<file path="src/rtl/rwp_pkg.sv">
package rwp_pkg;
  localparam int FLAG_N    = 2;
  localparam int FLAG_DATA = 0;
  localparam int FLAG_KEY  = 1;

  localparam int ADDR_CFG  = 0;
  localparam int ADDR_MSET = 1;
  localparam int ADDR_MCLR = 2;
  localparam int ADDR_MASK = 3;
  localparam int ADDR_STAT = 4;
  localparam int ADDR_DATA = 5;

  typedef struct packed {
    logic cfgWr;
    logic maskSetWr;
    logic maskClrWr;
    logic statusRd;
    logic regRd;
    logic captureNow;
  } strobe_t;
endpackage

</file>
<file path="src/rtl/rwp_flag.sv">
module rwp_flag (
  input  logic clk,
  input  logic rstN,
  input  logic setEv,
  input  logic clrRd,
  output logic q
);
  always_ff @(posedge clk) begin
    if (!rstN)       q <= 1'b0;
    else if (setEv)  q <= 1'b1;   // a new event beats a clearing read
    else if (clrRd)  q <= 1'b0;
  end
endmodule

</file>
<file path="src/rtl/rwp_ctrl.sv">
module rwp_ctrl #(
  parameter int ADDR_W      = 4,
  parameter int BASE_PERIOD = 84
) (
  input  logic              clk,
  input  logic              rstN,
  input  logic              wrEn,
  input  logic              rdEn,
  input  logic [ADDR_W-1:0] addr,
  input  logic              runEn,
  input  logic              halfRate,
  output rwp_pkg::strobe_t  stb
);
  import rwp_pkg::*;

  localparam int CNT_W = $clog2(2 * BASE_PERIOD);
  localparam logic [CNT_W-1:0] LAST_FULL = CNT_W'(BASE_PERIOD - 1);
  localparam logic [CNT_W-1:0] LAST_HALF = CNT_W'(2 * BASE_PERIOD - 1);

  logic [CNT_W-1:0] cnt;
  logic [CNT_W-1:0] periodLast;
  logic             atEnd;

  assign periodLast = halfRate ? LAST_HALF : LAST_FULL;
  assign atEnd      = (cnt >= periodLast);

  always_ff @(posedge clk) begin
    if (!rstN)       cnt <= '0;
    else if (!runEn) cnt <= '0;
    else if (atEnd)  cnt <= '0;
    else             cnt <= cnt + 1'b1;
  end

  always_comb begin
    stb            = '0;
    stb.cfgWr      = wrEn && (addr == ADDR_W'(ADDR_CFG));
    stb.maskSetWr  = wrEn && (addr == ADDR_W'(ADDR_MSET));
    stb.maskClrWr  = wrEn && (addr == ADDR_W'(ADDR_MCLR));
    stb.statusRd   = rdEn && (addr == ADDR_W'(ADDR_STAT));
    stb.regRd      = rdEn;
    stb.captureNow = runEn && atEnd;
  end
endmodule

</file>
<file path="src/rtl/rwp_dp.sv">
module rwp_dp #(
  parameter int ADDR_W = 4,
  parameter int DATA_W = 32
) (
  input  logic                        clk,
  input  logic                        rstN,
  input  rwp_pkg::strobe_t            stb,
  input  logic [ADDR_W-1:0]           addr,
  input  logic [DATA_W-1:0]           wrData,
  input  logic [DATA_W-1:0]           noise,
  input  logic                        keyDone,
  output logic                        runEn,
  output logic                        halfRate,
  output logic [rwp_pkg::FLAG_N-1:0]  maskQ,
  output logic [DATA_W-1:0]           rdData,
  output logic                        irq
);
  import rwp_pkg::*;

  logic [DATA_W-1:0] dataQ;
  logic [DATA_W-1:0] rdNext;
  logic [FLAG_N-1:0] flagEv;
  logic [FLAG_N-1:0] flagQ;
  logic              unusedWr;

  assign unusedWr = ^wrData[DATA_W-1:2];

  always_ff @(posedge clk) begin
    if (!rstN) begin
      runEn    <= 1'b0;
      halfRate <= 1'b0;
    end else if (stb.cfgWr) begin
      runEn    <= wrData[0];
      halfRate <= wrData[1];
    end
  end

  always_ff @(posedge clk) begin
    if (!rstN)              maskQ <= '0;
    else if (stb.maskSetWr) maskQ <= maskQ | wrData[FLAG_N-1:0];
    else if (stb.maskClrWr) maskQ <= maskQ & ~wrData[FLAG_N-1:0];
  end

  always_ff @(posedge clk) begin
    if (!rstN)               dataQ <= '0;
    else if (stb.captureNow) dataQ <= noise;
  end

  always_comb begin
    flagEv            = '0;
    flagEv[FLAG_DATA] = stb.captureNow;
    flagEv[FLAG_KEY]  = keyDone;
  end

  for (genvar i = 0; i < FLAG_N; i++) begin : g_flag
    rwp_flag uFlag (
      .clk  (clk),
      .rstN (rstN),
      .setEv(flagEv[i]),
      .clrRd(stb.statusRd),
      .q    (flagQ[i])
    );
  end

  always_comb begin
    rdNext = '0;
    if (addr == ADDR_W'(ADDR_CFG)) begin
      rdNext[0] = runEn;
      rdNext[1] = halfRate;
    end else if (addr == ADDR_W'(ADDR_MASK)) begin
      rdNext[FLAG_N-1:0] = maskQ;
    end else if (addr == ADDR_W'(ADDR_STAT)) begin
      rdNext[FLAG_N-1:0] = flagQ;
    end else if (addr == ADDR_W'(ADDR_DATA)) begin
      rdNext = dataQ;
    end
  end

  always_ff @(posedge clk) begin
    if (!rstN)          rdData <= '0;
    else if (stb.regRd) rdData <= rdNext;
  end

  assign irq = |(flagQ & maskQ);
endmodule

</file>
<file path="src/rtl/rand_word_pacer.sv">
module rand_word_pacer #(
  parameter int ADDR_W      = 4,
  parameter int DATA_W      = 32,
  parameter int BASE_PERIOD = 84
) (
  input  logic              clk,
  input  logic              rstN,
  input  logic              wrEn,
  input  logic              rdEn,
  input  logic [ADDR_W-1:0] addr,
  input  logic [DATA_W-1:0] wrData,
  output logic [DATA_W-1:0] rdData,
  input  logic [DATA_W-1:0] noise,
  input  logic              keyDone,
  output logic              irq
);
  import rwp_pkg::*;

  strobe_t           stb;
  logic              runEn;
  logic              halfRate;
  logic [FLAG_N-1:0] maskQ;

  rwp_ctrl #(.ADDR_W(ADDR_W), .BASE_PERIOD(BASE_PERIOD)) uCtrl (
    .clk     (clk),
    .rstN    (rstN),
    .wrEn    (wrEn),
    .rdEn    (rdEn),
    .addr    (addr),
    .runEn   (runEn),
    .halfRate(halfRate),
    .stb     (stb)
  );

  rwp_dp #(.ADDR_W(ADDR_W), .DATA_W(DATA_W)) uDp (
    .clk     (clk),
    .rstN    (rstN),
    .stb     (stb),
    .addr    (addr),
    .wrData  (wrData),
    .noise   (noise),
    .keyDone (keyDone),
    .runEn   (runEn),
    .halfRate(halfRate),
    .maskQ   (maskQ),
    .rdData  (rdData),
    .irq     (irq)
  );
endmodule

</file>
<file path="config.mk">
export PLATFORM = sky130hd
export DESIGN_NAME = rand_word_pacer
export DESIGN_NICKNAME = d
export VERILOG_FILES = /design/src/rtl/rwp_pkg.sv /design/src/rtl/rwp_flag.sv /design/src/rtl/rwp_ctrl.sv /design/src/rtl/rwp_dp.sv /design/src/rtl/rand_word_pacer.sv
export SDC_FILE = /design/constraint.sdc
export NUM_CORES = 1
export LEC_CHECK = 0
export CAP_MARGIN = 20
export CORE_ASPECT_RATIO = 0.7
export CORE_UTILIZATION = 35
export DETAILED_ROUTE_END_ITERATION = 12
export PLACE_DENSITY = 0.7
export SETUP_SLACK_MARGIN = 0.5
export SLEW_MARGIN = 20
export SYNTH_ARGS = -nofsm -noshare
export SYNTH_HDL_FRONTEND = slang
export SYNTH_HIERARCHICAL = 1
export SYNTH_SLANG_ARGS = --single-unit
export TNS_END_PERCENT = 5
</file>
<file path="constraint.sdc">
create_clock -name clk -period 2.65 [get_ports clk]
set_input_delay 0.795 -clock clk [delete_from_list [all_inputs] [get_ports clk]]
set_output_delay 0.795 -clock clk [all_outputs]
set_load 0.005 [all_outputs]
</file>
==> Word level (Yosys, flattened, before mapping) <==
Index checks and enable logic that the tools add are counted.
W data, S select, Z words.
{ "classes": {"magnitude_cmp": 1, "n_bitwise": 6, "add_sub_neg": 1, "reduce_logical": 11, "n_mux": 13, "eq_ne": 5} }
{ "ops": {"columns": ["cell", "count"], "rows": [
  ["$mux W30", 3],
  ["$mux W32", 1],
  ["$mux W2", 5],
  ["$add A8 B1 Y8 const B", 1],
  ["$eq A4 B2 Y1 const B", 2],
  ["$eq A4 B3 Y1 const B", 2],
  ["$ge A8 B8 Y1", 1],
  ["$mux W8", 1],
  ["$reduce_bool A2 Y1", 3],
  ["$logic_and A1 B1 Y1", 5],
  ["$and A2 B2 Y2", 2],
  ["$eq A4 B1 Y1 const B", 1],
  ["$logic_not A4 Y1", 1],
  ["$mux W1", 3],
  ["$reduce_or A3 Y1", 1],
  ["$not A1 Y1", 2],
  ["$not A2 Y2", 1],
  ["$or A2 B2 Y2", 1],
  ["$reduce_or A2 Y1", 1]
]} }
{ "totals": {"inputBits": 73, "out_inout_bits": 33, "register_bits": 78} }

==> Longest topological paths before layout <==
{ "logic_depth": {"ltp_word": 5, "depth_mapped": 9} }

==> Cells and area by module <==
The synthesis kept the hierarchy.
{ "by_module_without_submodules": {"columns": ["module", "instances", "area_per_inst_um2", "cells_per_inst", "seq_area_each_um2"], "rows": [
  ["rwp_dp", 1, 2696.3, 272, 1361.3],
  ["rwp_ctrl", 1, 496.7, 55, 160.2],
  ["rwp_flag", 2, 41.3, 3, 20.0]
]} }

==> Worst setup path before layout <==
No wires, ideal clock.
{ "synth_timing": {"path_kind": "reg-to-reg", "start": "register uDp.halfRate", "end": "register uDp.dataQ[0]", "setup_slack_ps": 449, "period_less_slack_ps": 2201, "setup_ps": 116, "required_ps": 2534, "path_stages_with_launch": 10, "path_buffers": 2, "arrival_time_ps": 2085, "cell_sequence": "dfxtp_1 > inv_1 > ha_1 > nand2_1 > o221ai_2 > and2_1 > clkbuf_1 > buf_2 > mux2i_1 > nor2b_1"} }
{ "synth_lines": {"columns": ["element", "line_no", "source"], "rows": [
  ["start: declaration", "rwp_dp.sv:13", "output logic halfRate,"],
  ["start signal: assignment", "rwp_dp.sv:34", "halfRate <= wrData[1];"],
  ["end signal: assignment", "rwp_dp.sv:46", "else if (stb.captureNow) dataQ <= noise;"],
  ["end: declaration", "rwp_dp.sv:20", "logic [DATA_W-1:0] dataQ;"]
]} }

==> run summary <==
The clock passes through at most 2 buffers. The detailed router's first-iteration violation count was 62; the switching share of total power was 19.1%. The run gives 36.1% as the initial cell density of the core.

During I/O placement, the number of pins put on the boundary was 106. Synthesis handed over a netlist of 333 instances. The worst hold path belongs to the class reg -> reg.

Detailed placement finished with a half-perimeter wire length of 4.99 mm. The worst hold path begins at uCtrl/cnt[0]. IR analysis of the VDD net gives a maximum drop of 0.399 mV. The logs give 49 for the largest net degree at the start of global routing and 0.744 for the final weighted congestion in routability-driven placement.

The number of I/O port buffers works out to 75. Using the TritonRoute via totals, the vias-per-cell ratio works out to 4.73. In this run the horizontal extent of the chip is 118 um.

The area added between synthesis and finish was 38.7%. The cell area that synthesis handed to floorplanning was 3280 sq um. For the finished layout, the period the worst path requires is 2140 ps.

The tools report the arrival time of data at the critical path endpoint as 1340 ps. The number of nets with antenna violations after routing was 0. The maximum clock rate was 468 MHz; the synthesized area per cell was 9.84 sq um.

Between clock sinks in the finished design, the worst skew comes to 8.92 ps. The post-route cell area came out at 4540 sq um. The run gives 49.9% as the clock share of power.

The synthesis warning total was 6; the synthesized netlist net count was 412. The routed layout has 2,552 vias. Setup violations remaining at the end of the flow were counted as 0. The count of endpoints failing hold in the final timing report was 0; the power density over the cells was 579 nW/um^2. Hold is met by 472 ps. The required time of the worst setup path was 1860 ps. Summing all multi-input logic gate instances after layout gives 1640 sq um. STA classifies the critical path startpoint as a register. The run gives 9 as the CTS buffer count. The maximum fanout along the worst path is 3. The number of global-route vias before repair is 2,563, and the final global-route overflow total is 0. The post-CTS clock slew at the launch and capture registers of the worst setup and hold paths was 60 ps. The logs give 44.8% for the proportion of power drawn by flip-flops and latches and 5.3% for the part of the total power dissipated in combinational logic.

Across the run, the number of max-cap violations was 0. Including well taps, the total number of placed cells is 523. The initialized floorplan defines 29 standard-cell rows.

In this run the static leakage power is 1.48 nW. The destination of the worst hold path is uCtrl/cnt[0]. Final standard cell count with taps included and fillers excluded: 539. Setup repair after global routing could not meet its margin everywhere. In this run the cell area measured after placement is 4190 sq um. The tree is rooted in a sky130_fd_sc_hd__clkbuf_16. The number of stages on the worst hold path came out at 1.

The worst reg2reg path depth was 8. At the end of the flow, the number of nets in the layout was 490. For the storage element area, the log shows 1560 sq um. The internal power of the cells totals 2.13 mW. The floorplan step defined a die boundary enclosing 9760 sq um. The layout filler cell count is 861, and the final routed wire length divided by cell count is 13.4 um.

At the pin with the least slew margin, the transition time is 412 ps. The post-route netlist has 9.16% of its cells at a drive strength greater than 1. The share of the Yosys chip area taken by registers is 47.7%.

For the count of TritonRoute iterations in the first routing pass, the log shows 4. TritonCTS built the clock tree. For this design, the slowest cell found on the critical path is sky130_fd_sc_hd__clkdlybuf4s50_1. Register bit total from synthesis: 78. Setup total negative slack on the finished layout was measured at 0 ps. The logs give 3 for the deepest level of the CTS H-tree and 590 ps for the register-to-register path setup slack.

For this design, the sink count on the clock tree is 78. The first global-routing pass estimated 12.2 mm of wire. At the later pin of the worst-skew pair, clock insertion delay measures 330 ps.

The die is 82.9 um tall. The max-slew violation count was 0; the worst slew margin relative to its limit was 72.3%. Global routing consumed, over all layers together, 15.6% of the routing resources. The tools report the count of unresolved DRC violations after routing as 0. The ratio of final minimum period to clock period came out at 80.6%. In this run the power spent charging and discharging nets is 0.502 mW.

The flow ran to the end, and the final reports show no timing, DRC or antenna violations. The final wirelength is 7.20 mm, and the number of antenna violations at the first check in global routing is 0. In this run the standard cell core region covers 9070 sq um. The capturing point of the worst reg2reg path is uDp/dataQ[9].

By startpoint and endpoint, the worst setup path is classified as reg -> out. Yosys mapped the design onto 37 distinct sky130hd cell types. The largest single stage delay on the critical path is 500 ps.

The element type at the critical path end is an output pin. The tools report the launching point of the worst reg2reg path as uDp/halfRate. The critical path goes through a22o_1 -> clkdlybuf4s50_1. The total inserted antenna cells is 0.
==> per-stage QoR <==
stage	utilization (%)	total power [mW]	setup slack [ps]
2_1_floorplan	-	1.25	449
4_1_cts	50.0	2.67	472
6_report	50.1	2.63	514
5_1_grt	50.1	2.73	437
3_3_place_gp	46.2	1.34	296
3_5_place_dp	46.2	1.34	180
==> worst max-delay path by stage <==
stage	slack (ps)	end	cells after the start
global route	440	uDp/dataQ[10]	8
floorplan	450	uDp/dataQ[0]	9
global placement	300	uDp/rdData[1]	5
finish	510	irq	2
detailed placement	180	uDp/halfRate	7
CTS	470	uDp/halfRate	7
==> critical path, delay by kind of cell, from the launching register on <==
kind	cells	cell delay, ps
buffers and inverters	1	500
DFF	1	370
AOI/OAI and AO/OA	1	150
==> flip-flops by register name (all words and copies together), names as in the netlist, named ones only <==
register	cells
uDp/halfRate	1
uDp/rdData	32
uCtrl/cnt	8
uDp/runEn	1
uDp/g_flag.uFlag/q	2
uDp/dataQ	32
==> synthesized netlist by cell type <==
| cell | number | area share [%] |
|---|---|---|
| sky130_fd_sc_hd__nor2b_1 | 96 | 18 |
| sky130_fd_sc_hd__dfxtp_1 | 78 | 48 |
| sky130_fd_sc_hd__mux2i_1 | 34 | 10 |
| sky130_fd_sc_hd__a21oi_1 | 32 | 4.9 |
| sky130_fd_sc_hd__clkbuf_1 | 14 | 1.6 |
| sky130_fd_sc_hd__nand2_1 | 11 | 1.3 |
| sky130_fd_sc_hd__nor3_1 | 9 | 1.4 |
| sky130_fd_sc_hd__ha_1 | 6 | 2.3 |
| sky130_fd_sc_hd__o21ai_0 | 5 | 0.76 |
| sky130_fd_sc_hd__a211oi_2 | 3 | 1.1 |
| sky130_fd_sc_hd__buf_2 | 3 | 0.46 |
| sky130_fd_sc_hd__nor2_1 | 3 | 0.34 |
| sky130_fd_sc_hd__or3_1 | 3 | 0.57 |
| sky130_fd_sc_hd__a22oi_1 | 2 | 0.46 |
| sky130_fd_sc_hd__a311oi_1 | 2 | 0.53 |
| sky130_fd_sc_hd__a31oi_1 | 2 | 0.38 |
| sky130_fd_sc_hd__inv_1 | 2 | 0.23 |
| sky130_fd_sc_hd__nand3_1 | 2 | 0.31 |
| sky130_fd_sc_hd__nand4_1 | 2 | 0.38 |
| sky130_fd_sc_hd__nor2b_4 | 2 | 0.84 |
| sky130_fd_sc_hd__nor3b_1 | 2 | 0.46 |
| sky130_fd_sc_hd__nor4_1 | 2 | 0.38 |
| sky130_fd_sc_hd__o21a_1 | 2 | 0.46 |
| sky130_fd_sc_hd__or4_1 | 2 | 0.46 |
| sky130_fd_sc_hd__xor2_1 | 2 | 0.53 |
| sky130_fd_sc_hd__a211oi_1 | 1 | 0.23 |
| sky130_fd_sc_hd__a22o_1 | 1 | 0.27 |
| sky130_fd_sc_hd__and2_1 | 1 | 0.19 |
| sky130_fd_sc_hd__and3b_1 | 1 | 0.27 |
| sky130_fd_sc_hd__and4b_1 | 1 | 0.31 |
| sky130_fd_sc_hd__and4b_2 | 1 | 0.34 |
| sky130_fd_sc_hd__buf_4 | 1 | 0.23 |
| sky130_fd_sc_hd__buf_6 | 1 | 0.34 |
| sky130_fd_sc_hd__nand3_2 | 1 | 0.31 |
| sky130_fd_sc_hd__nand4b_1 | 1 | 0.27 |
| sky130_fd_sc_hd__o221ai_2 | 1 | 0.46 |
| sky130_fd_sc_hd__xnor2_1 | 1 | 0.27 |
==> placed cells by master (no fill, tap or decap), types with 3 or more instances in the layout <==
cell type                         count
sky130_fd_sc_hd__nor2b_1             96
sky130_fd_sc_hd__dfxtp_1             78
sky130_fd_sc_hd__clkdlybuf4s50_1     74
sky130_fd_sc_hd__mux2i_1             34
sky130_fd_sc_hd__a21oi_1             32
sky130_fd_sc_hd__nand2_1             11
sky130_fd_sc_hd__clkbuf_16            9
sky130_fd_sc_hd__buf_4                8
sky130_fd_sc_hd__nor3_1               8
sky130_fd_sc_hd__ha_1                 6
sky130_fd_sc_hd__o21ai_0              5
sky130_fd_sc_hd__a211oi_2             3
sky130_fd_sc_hd__or3_1                3
==> power groups by stage <==
stage	sequential [mW]	combinational [mW]	clock, mW
2_1_floorplan	1.20	0.0498	0
3_3_place_gp	1.20	0.137	0
5_1_grt	1.18	0.150	1.40
6_report	1.18	0.139	1.31
3_5_place_dp	1.20	0.140	0
4_1_cts	1.18	0.140	1.35
==> cells by family after synthesis <==
group	Yosys count	share of synthesized area [%]
simple gates	140	26.4
flops	78	47.7
compound gates	51	9.59
mux	34	10.4
buf+inv	21	2.86
fa+ha+maj	6	2.29
xor+xnor	3	0.802
==> final cells by class <==
type,count,area share [%]
Timing Repair Buffer,86,18.9
Clock inverter,4,1.54
Multi-Input combinational cell,234,36.1
Inverter,2,0.165
Tap cell,124,3.41
Clock buffer,11,5.56
Sequential cell,78,34.4
==> per-layer routing <==
metal	part of all wire [%]	global-route usage, %	routed length, um
met5	0	0	0
met1	46	18.9	3340
met2	45	24.9	3250
met4	0.90	4.90	65
met3	7.6	6.73	545
==> repair_timing <==
action	in CTS	in global routing
resized for setup	1	2
setup buffers	1	0
hold buffers	0	0
pin swaps	1	0
setup endpoints to repair	35	28
(Power assumes the default switching activity.)
